--- config.mk ---
export PLATFORM = sky130hd
export DESIGN_NAME = dram_row_seq
export DESIGN_NICKNAME = d
export VERILOG_FILES = /design/src/rtl/dram_seq_pkg.sv /design/src/rtl/dram_open_row.sv /design/src/rtl/dram_seq_ctrl.sv /design/src/rtl/dram_pin_drive.sv /design/src/rtl/dram_row_seq.sv
export SDC_FILE = /design/constraint.sdc
export NUM_CORES = 1
export LEC_CHECK = 0
export BUFFER_PORTS_ARGS = -buffer_cell sky130_fd_sc_hd__buf_4
export CAP_MARGIN = 20
export CORE_MARGIN = 2
export CORE_UTILIZATION = 45
export CTS_CLUSTER_SIZE = 24
export DETAILED_ROUTE_END_ITERATION = 12
export MAX_ROUTING_LAYER = met4
export PLACE_DENSITY = 0.78
export SETUP_SLACK_MARGIN = 0.4
export SYNTH_ARGS = -nofsm -noshare
export SYNTH_HDL_FRONTEND = slang
export SYNTH_SLANG_ARGS = --single-unit
--- constraint.sdc ---
create_clock -name clk -period 1.6 [get_ports clk]
set_input_delay 0.16 -clock clk [delete_from_list [all_inputs] [get_ports clk]]
set_output_delay 0.16 -clock clk [all_outputs]
set_load 0.02 [all_outputs]
--- src/rtl/dram_seq_pkg.sv ---
package dram_seq_pkg;
  typedef enum logic [2:0] {
    ST_IDLE, ST_PRE, ST_ROW, ST_COL1, ST_COL2, ST_EXT1, ST_EXT2
  } seq_state_t;

  localparam logic [1:0] SPACE_EXT  = 2'd0;
  localparam logic [1:0] SPACE_DRAM = 2'd1;
  localparam logic [1:0] SPACE_ROM  = 2'd2;
endpackage

--- src/rtl/dram_open_row.sv ---
module dram_open_row #(
  parameter int ROW_W = 10
) (
  input  logic             clk,
  input  logic             rst_n,
  input  logic             set_i,
  input  logic             clr_i,
  input  logic [ROW_W-1:0] set_row_i,
  input  logic [ROW_W-1:0] cmp_row_i,
  output logic             row_open_o,
  output logic             hit_o
);
  logic [ROW_W-1:0] open_row_q;
  logic             open_q;

  always_ff @(posedge clk) begin
    if (!rst_n) begin
      open_q     <= 1'b0;
      open_row_q <= '0;
    end else if (clr_i) begin
      open_q <= 1'b0;
    end else if (set_i) begin
      open_q     <= 1'b1;
      open_row_q <= set_row_i;
    end
  end

  assign row_open_o = open_q;
  assign hit_o      = open_q && (cmp_row_i == open_row_q);

  AST_SET_CLR_EXCLUSIVE: assert property (@(posedge clk) disable iff (!rst_n)
    !(set_i && clr_i));
endmodule

--- src/rtl/dram_seq_ctrl.sv ---
module dram_seq_ctrl
  import dram_seq_pkg::*;
#(
  parameter int ROW_W = 10,
  parameter int COL_W = 8
) (
  input  logic             clk,
  input  logic             rst_n,
  input  logic             req_valid,
  input  logic [1:0]       req_space,
  input  logic [ROW_W-1:0] req_row,
  input  logic [COL_W-1:0] req_col,
  input  logic             req_keep,
  input  logic             req_hit,
  output logic             req_ready,
  output logic             accept_o,
  output logic             open_set_o,
  output logic             open_clr_o,
  output seq_state_t       state_o,
  output logic [ROW_W-1:0] lat_row_o,
  output logic [COL_W-1:0] lat_col_o
);
  seq_state_t state_q, state_d;
  logic is_dram, is_rom, is_ext;

  assign is_dram   = (req_space == SPACE_DRAM);
  assign is_rom    = (req_space == SPACE_ROM);
  assign is_ext    = !is_dram && !is_rom;
  assign req_ready = (state_q == ST_IDLE) || (state_q == ST_COL2) ||
                     (state_q == ST_EXT2);
  assign accept_o  = req_valid && req_ready;

  assign open_clr_o = accept_o && ((is_dram && !req_hit) || (is_ext && !req_keep));
  assign open_set_o = (state_q == ST_ROW);

  always_comb begin
    state_d = state_q;
    if (accept_o) begin
      if (is_dram) state_d = req_hit ? ST_COL1 : ST_PRE;
      else         state_d = ST_EXT1;
    end else begin
      case (state_q)
        ST_PRE:  state_d = ST_ROW;
        ST_ROW:  state_d = ST_COL1;
        ST_COL1: state_d = ST_COL2;
        ST_EXT1: state_d = ST_EXT2;
        default: state_d = ST_IDLE;
      endcase
    end
  end

  always_ff @(posedge clk) begin
    if (!rst_n) begin
      state_q   <= ST_IDLE;
      lat_row_o <= '0;
      lat_col_o <= '0;
    end else begin
      state_q <= state_d;
      if (accept_o) begin
        lat_row_o <= req_row;
        lat_col_o <= req_col;
      end
    end
  end

  assign state_o = state_q;

  AST_PRE_THEN_ROW: assert property (@(posedge clk) disable iff (!rst_n)
    (state_q == ST_PRE) |=> (state_q == ST_ROW));
  AST_EXT_TWO_CYCLES: assert property (@(posedge clk) disable iff (!rst_n)
    (state_q == ST_EXT1) |=> (state_q == ST_EXT2));
endmodule

--- src/rtl/dram_pin_drive.sv ---
module dram_pin_drive
  import dram_seq_pkg::*;
#(
  parameter int ROW_W = 10,
  parameter int COL_W = 8
) (
  input  seq_state_t       state_i,
  input  logic             row_open_i,
  input  logic [ROW_W-1:0] lat_row_i,
  input  logic [COL_W-1:0] lat_col_i,
  output logic             ras_n,
  output logic             cas_n,
  output logic [((ROW_W > COL_W) ? ROW_W : COL_W)-1:0] addr_out,
  output logic             done,
  output logic             busy
);
  localparam int ADDR_W = (ROW_W > COL_W) ? ROW_W : COL_W;
  logic [ADDR_W-1:0] row_ext, col_ext;

  assign row_ext = ADDR_W'(lat_row_i);
  assign col_ext = ADDR_W'(lat_col_i);

  always_comb begin
    ras_n    = !row_open_i;
    cas_n    = 1'b1;
    addr_out = '0;
    case (state_i)
      ST_PRE:  begin ras_n = 1'b1; addr_out = row_ext; end
      ST_ROW:  begin ras_n = 1'b0; addr_out = row_ext; end
      ST_COL1: addr_out = col_ext;
      ST_COL2: begin cas_n = 1'b0; addr_out = col_ext; end
      ST_EXT1, ST_EXT2: addr_out = col_ext;
      default: ;
    endcase
  end

  assign done = (state_i == ST_COL2) || (state_i == ST_EXT2);
  assign busy = (state_i != ST_IDLE);
endmodule

--- src/rtl/dram_row_seq.sv ---
module dram_row_seq
  import dram_seq_pkg::*;
#(
  parameter int ROW_W = 10,
  parameter int COL_W = 8,
  localparam int ADDR_W = (ROW_W > COL_W) ? ROW_W : COL_W
) (
  input  logic              clk,
  input  logic              rst_n,
  input  logic              req_valid,
  output logic              req_ready,
  input  logic [1:0]        req_space,
  input  logic [ROW_W-1:0]  req_row,
  input  logic [COL_W-1:0]  req_col,
  input  logic              req_keep,
  output logic              ras_n,
  output logic              cas_n,
  output logic [ADDR_W-1:0] addr_out,
  output logic              busy,
  output logic              done
);
  seq_state_t       state;
  logic             accept, open_set, open_clr, row_open, hit;
  logic [ROW_W-1:0] lat_row;
  logic [COL_W-1:0] lat_col;

  dram_open_row #(.ROW_W(ROW_W)) u_open (
    .clk(clk), .rst_n(rst_n), .set_i(open_set), .clr_i(open_clr),
    .set_row_i(lat_row), .cmp_row_i(req_row),
    .row_open_o(row_open), .hit_o(hit)
  );

  dram_seq_ctrl #(.ROW_W(ROW_W), .COL_W(COL_W)) u_ctrl (
    .clk(clk), .rst_n(rst_n), .req_valid(req_valid), .req_space(req_space),
    .req_row(req_row), .req_col(req_col), .req_keep(req_keep), .req_hit(hit),
    .req_ready(req_ready), .accept_o(accept), .open_set_o(open_set),
    .open_clr_o(open_clr), .state_o(state), .lat_row_o(lat_row),
    .lat_col_o(lat_col)
  );

  dram_pin_drive #(.ROW_W(ROW_W), .COL_W(COL_W)) u_pins (
    .state_i(state), .row_open_i(row_open), .lat_row_i(lat_row),
    .lat_col_i(lat_col), .ras_n(ras_n), .cas_n(cas_n), .addr_out(addr_out),
    .done(done), .busy(busy)
  );

  AST_CAS_UNDER_RAS: assert property (@(posedge clk) disable iff (!rst_n)
    !cas_n |-> !ras_n);
  AST_CAS_ONE_CYCLE: assert property (@(posedge clk) disable iff (!rst_n)
    !cas_n |=> cas_n);
  AST_ROW_BEFORE_COL: assert property (@(posedge clk) disable iff (!rst_n)
    $fell(ras_n) |-> cas_n);
  AST_ROM_KEEPS_ROW: assert property (@(posedge clk) disable iff (!rst_n)
    (accept && req_space == SPACE_ROM) |=> $stable(ras_n));
  AST_EXT_RELEASE: assert property (@(posedge clk) disable iff (!rst_n)
    (accept && req_space != SPACE_DRAM && req_space != SPACE_ROM && !req_keep)
      |=> ras_n);
  AST_EXT_HOLD: assert property (@(posedge clk) disable iff (!rst_n)
    (accept && req_space != SPACE_DRAM && req_space != SPACE_ROM && req_keep)
      |=> $stable(ras_n));
  AST_DONE_IN_ACCESS: assert property (@(posedge clk) disable iff (!rst_n)
    done |-> busy);
endmodule

# Yosys cells after proc, flatten, opt, wreduce, memory -nomap -nowiden
# Index checks and enable logic that the tools add are counted.
# word_totals
ff_bits,32
in_bits,24
out_inout_bits,15
elab_cells,44
# classes
n_bitwise,2
n_mux,7
n_reduce_logical,21
n_eq_ne,9
# op_table
op,n
$pmux W10 S2,1
$pmux W3 S4,1
$eq A10 B10 Y1,1
$eq A3 B3 Y1 const B,3
$eq A3 B2 Y1 const B,2
$logic_and A1 B1 Y1,6
$mux W3,2
$logic_not A1 Y1,5
$logic_or A1 B1 Y1,4
$reduce_or A2 Y1,2
$reduce_or A4 Y1,1
$eq A3 B1 Y1 const B,1
$logic_not A3 Y1,1
$reduce_bool A3 Y1,1
$eq A2 B1 Y1 const B,1
$eq A2 B2 Y1 const B,1
$mux W2,1
$not A1 Y1,2
$pmux W1 S2,1
$reduce_and A2 Y1,1
$mux W1,1

# Depth between registers and ports, before layout
# logic_depth
depth_word,8
ltp_mapped,6
mapped_depth_nobuf,6

# Modules after synthesis
# Synthesis repeated with hierarchy kept, for this count alone.
# unflattened
cells_unflattened,216
hier_area_um2,1771.7
# by_module_without_submodules
mod,area_each_um2,seq_area_each_um2,n_inst,cells_each
dram_seq_ctrl,914.6,420.4,1,103
dram_open_row,520.5,220.2,1,62
dram_pin_drive,336.6,0.0,1,51

# Worst setup path after synthesis
# No wires, ideal clock.
# synth_timing
path_kind,reg2out
from,register u_ctrl.state_q[0] (netlist: u_ctrl.state_o[0])
to,output addr_out[0]
path_slack_ps,-59
stages_incl_launch_ff,5
n_path_buf,1
required_time_ps,1440
arrival_time_ps,1499
cell_sequence,dfxtp_1 > buf_2 > xor2_2 > a22oi_1 > o21ai_0
# synth_between
elab_chain_cells,3
word_cells_on_any_way,9
classes_between,eq/ne (6); mux (1); reduce/logical (2)
# synth_rtl
item,line_no,rtl
"start, declared",dram_seq_ctrl.sv:23,"seq_state_t state_q, state_d;"
"start signal, assigned",dram_seq_ctrl.sv:58,state_q <= state_d;
$eq A3 B2 Y1 (tied with other cells),dram_pin_drive.sv:27,case (state_i)
$reduce_or A4 Y1 (no line) / $reduce_or A2 Y1 (equally long branches),-,
$pmux W10 S2 (*),dram_pin_drive.sv:27,
"end, declared",dram_row_seq.sv:18,"output logic [ADDR_W-1:0] addr_out,"
# Every way passes the cells marked *; elsewhere a longest branch is shown, timed or not.

# Final worst setup path
# layout_timing
from,register u_ctrl.state_q[1] (netlist: u_ctrl.state_o[1])
to,output addr_out[5]
# The elaborated chain is that of the path after synthesis.

==> impl_metrics.yaml <==
yosys:
  synth-seq-cells: 32
  syn_area_mm2: 0.00162
  ys_types: 38
  synth_nets: 207
  ys_seq_area_share_pct: 39.5
  ys_warn_count: 0
  synthCells: 182
  synth_edf_count: 0
  synthFlopType: "dfxtp_1"
  synth_area_per_cell_um2: 8.91
  async_flop_share_pct: 0
outcome:
  status: "finished, violations left"
  failed_checks: "setup timing"
placed_design:
  place_congestion: 0.822
  dp_cells: 259
  dp_hpwl_mm: 2.53
  io_buffers: 38
  dp_slack_ns: 0.174
min_path:
  worstHoldPathType: "primary input to register"
timing:
  final-setup-viol-count: 11
  slew_headroom_pct: 72.1
  worstMarginPinSlew_ns: 0.419
  fmax_mhz: 578
  rsz0062_at_grt: "true"
  period_needed_ns: 1.73
  skew_ns: 0.00649
  finalCritPeriodShare_pct: 108
  final_hold_viol_count: 0
  fin_ws_ns: -0.131
  drv_slew: 0
clock_network:
  clk_pin_slew_ns: 0.10
  h-tree-depth: 2
  cts_sinks: 32
  clock_latency_ns: 0.32
  ctsLongestPathBuffers: 2
  holdBufCountCts: 0
  cts_buffers: 5
  root_buffer: "clkbuf_4"
  cts_tree: "built"
power_and_ir_drop:
  cellLeakagePower_nw: 0.968
  powerDensity_mw_per_mm2: 845
  power_w: 0.00202
  vdd_drop_max_v: 0.000577
floorplan:
  fp-row-count: 21
  core_area_mm2: 0.00339
  dieArea_mm2: 0.00410
  die_w_um: 64.0
  io_pins: 39
  chipHeight_um: 64.0
  start_util_pct: 47.8
cells_and_area:
  fin_util_pct: 70.7
  layout_commonest_cell: "buf_4"
  final_cells: 281
  drive_gt1_share_pct: 41.7
  area_delta_synth_final_pct: 47.8
  layout.nets: 259
  seqCellArea_um2: 652
  nFillCells: 239
  multi_input_area_mm2: 0.00107
  n_antenna_cell: 0
  final_cell_mix: "buf_4, dfxtp_1, nand2_1"
drt:
  vias_per_cell: 5.40
  via_count: 1516
  drc: 0
  wl_per_cell_um: 15.8
  firstDrtPassIters: 4
  antenna_left: 0
  drtIter0Drc: 98
  wirelength_mm: 4.44
global_route:
  grt_usage_pct: 22.1
  grt_pass1_vias: 1428
  grt_max_degree: 35
  antenna_found_initial: 0
  overflow: 0
  grt_pass1_wl_mm: 6.73
worst_setup_path:
  crit_fanout: 8
  critPathKind: "register to output pin"
  startpoint_type: "register"
  endpoint_kind: "output pin"
  worstPathArrival_ns: 1.57
  cp.required_ns: 1.44
job:
  drv_cap: 0
## worst max-delay path, stage by stage (launching register included)
cell and delay, ns:
dfxtp_4 0.39, and2_4 0.17, buf_8 0.12, nor2_4 0.10, buf_12 0.14, nand2_1 0.08, o21ai_2 0.08, buf_6 0.14
## metrics by stage
stage | TNS (ns) | hold WS [ns] | cell area [µm²]
final | -0.641 | 0.0892 | 2400
after global routing | -1.34 | 0.0768 | 2400
after CTS | -0.513 | 0.0811 | 2280
after detailed placement | 0 | 0.425 | 2020
after global placement | 0 | 0.415 | 2020
after floorplan | 0 | 0.288 | 1720
## flip-flops by register name (all words and copies together), names as in the netlist
| signal | flops |
|---|---|
| u_ctrl.lat_col_o | 8 |
| u_ctrl.state_o | 3 |
| u_open.open_row_q | 10 |
| u_ctrl.lat_row_o | 10 |
| u_open.row_open_o | 1 |
## power by group
group | switching [W] | total (W) | internal, W | leakage (nW)
sequential | 0.0000638 | 0.000911 | 0.000848 | 0.264
clock | 0.000265 | 0.000482 | 0.000217 | 0.0326
combinational | 0.000304 | 0.000631 | 0.000327 | 0.672
## cells in the mapped netlist (2+ instances only)
cell / count / area, µm²
nand2_1: 31 / 116
nor2b_1: 18 / 113
buf_2: 5 / 25.0
nand2b_1: 4 / 25.0
nor2_1: 3 / 11.3
dfxtp_1: 32 / 641
clkbuf_1: 4 / 15.0
mux2i_1: 18 / 180
nand4_1: 2 / 12.5
and3_1: 2 / 12.5
o21ai_0: 10 / 50.1
inv_1: 3 / 11.3
xor2_1: 9 / 78.8
a21boi_0: 9 / 67.6
a22oi_1: 9 / 67.6
## cells by family (layout without fill, tap and decap cells)
kind of cell / after synthesis / count (layout) / share of synthesized area (%)
xor+xnor: 11 / 12 / 6.40
buf+inv: 15 / 67 / 4.55
simple gates: 67 / 67 / 21.1
compound gates: 38 / 38 / 16.6
flops: 32 / 32 / 39.5
fa+ha+maj: 1 / 1 / 0.771
mux: 18 / 18 / 11.1
## area by class of cell
class / count / share of cell area [%]
flip-flops and latches: 32 / 27.2
repair buffers: 55 / 22.7
well taps: 46 / 2.40
multi-input cells: 136 / 44.5
inverters: 4 / 0.731
clock buffers: 8 / 2.45
## routing by layer
layer	up-vias	track usage, %	part of all wire, %
met5	-	-	0
met4	0	10.1	3.7
met2	55	35.3	50
met1	715	26.6	42
li1	731	-	-
met3	15	4.93	4.4
## path summary, 6_finish.rpt
check	endpoint	from	cells after the start	slack, ns
min	u_ctrl.lat_col_o[2]	req_col[2]	3	0.09
max	addr_out[5]	u_ctrl.state_o[1]	7	-0.13
max reg2reg	u_ctrl.lat_row_o[2]	u_ctrl.state_o[1]	6	0.11
min reg2reg	u_open.open_row_q[0]	u_open.open_row_q[0]	2	0.48
## what timing repair did
action                                  CTS  global route
buffers inserted                          8             4
resized for setup                        22            16
gates cloned                              2             0
endpoints found under the setup margin   46            46
pin swaps                                12             9
Power figures use the tool's default switching activity.
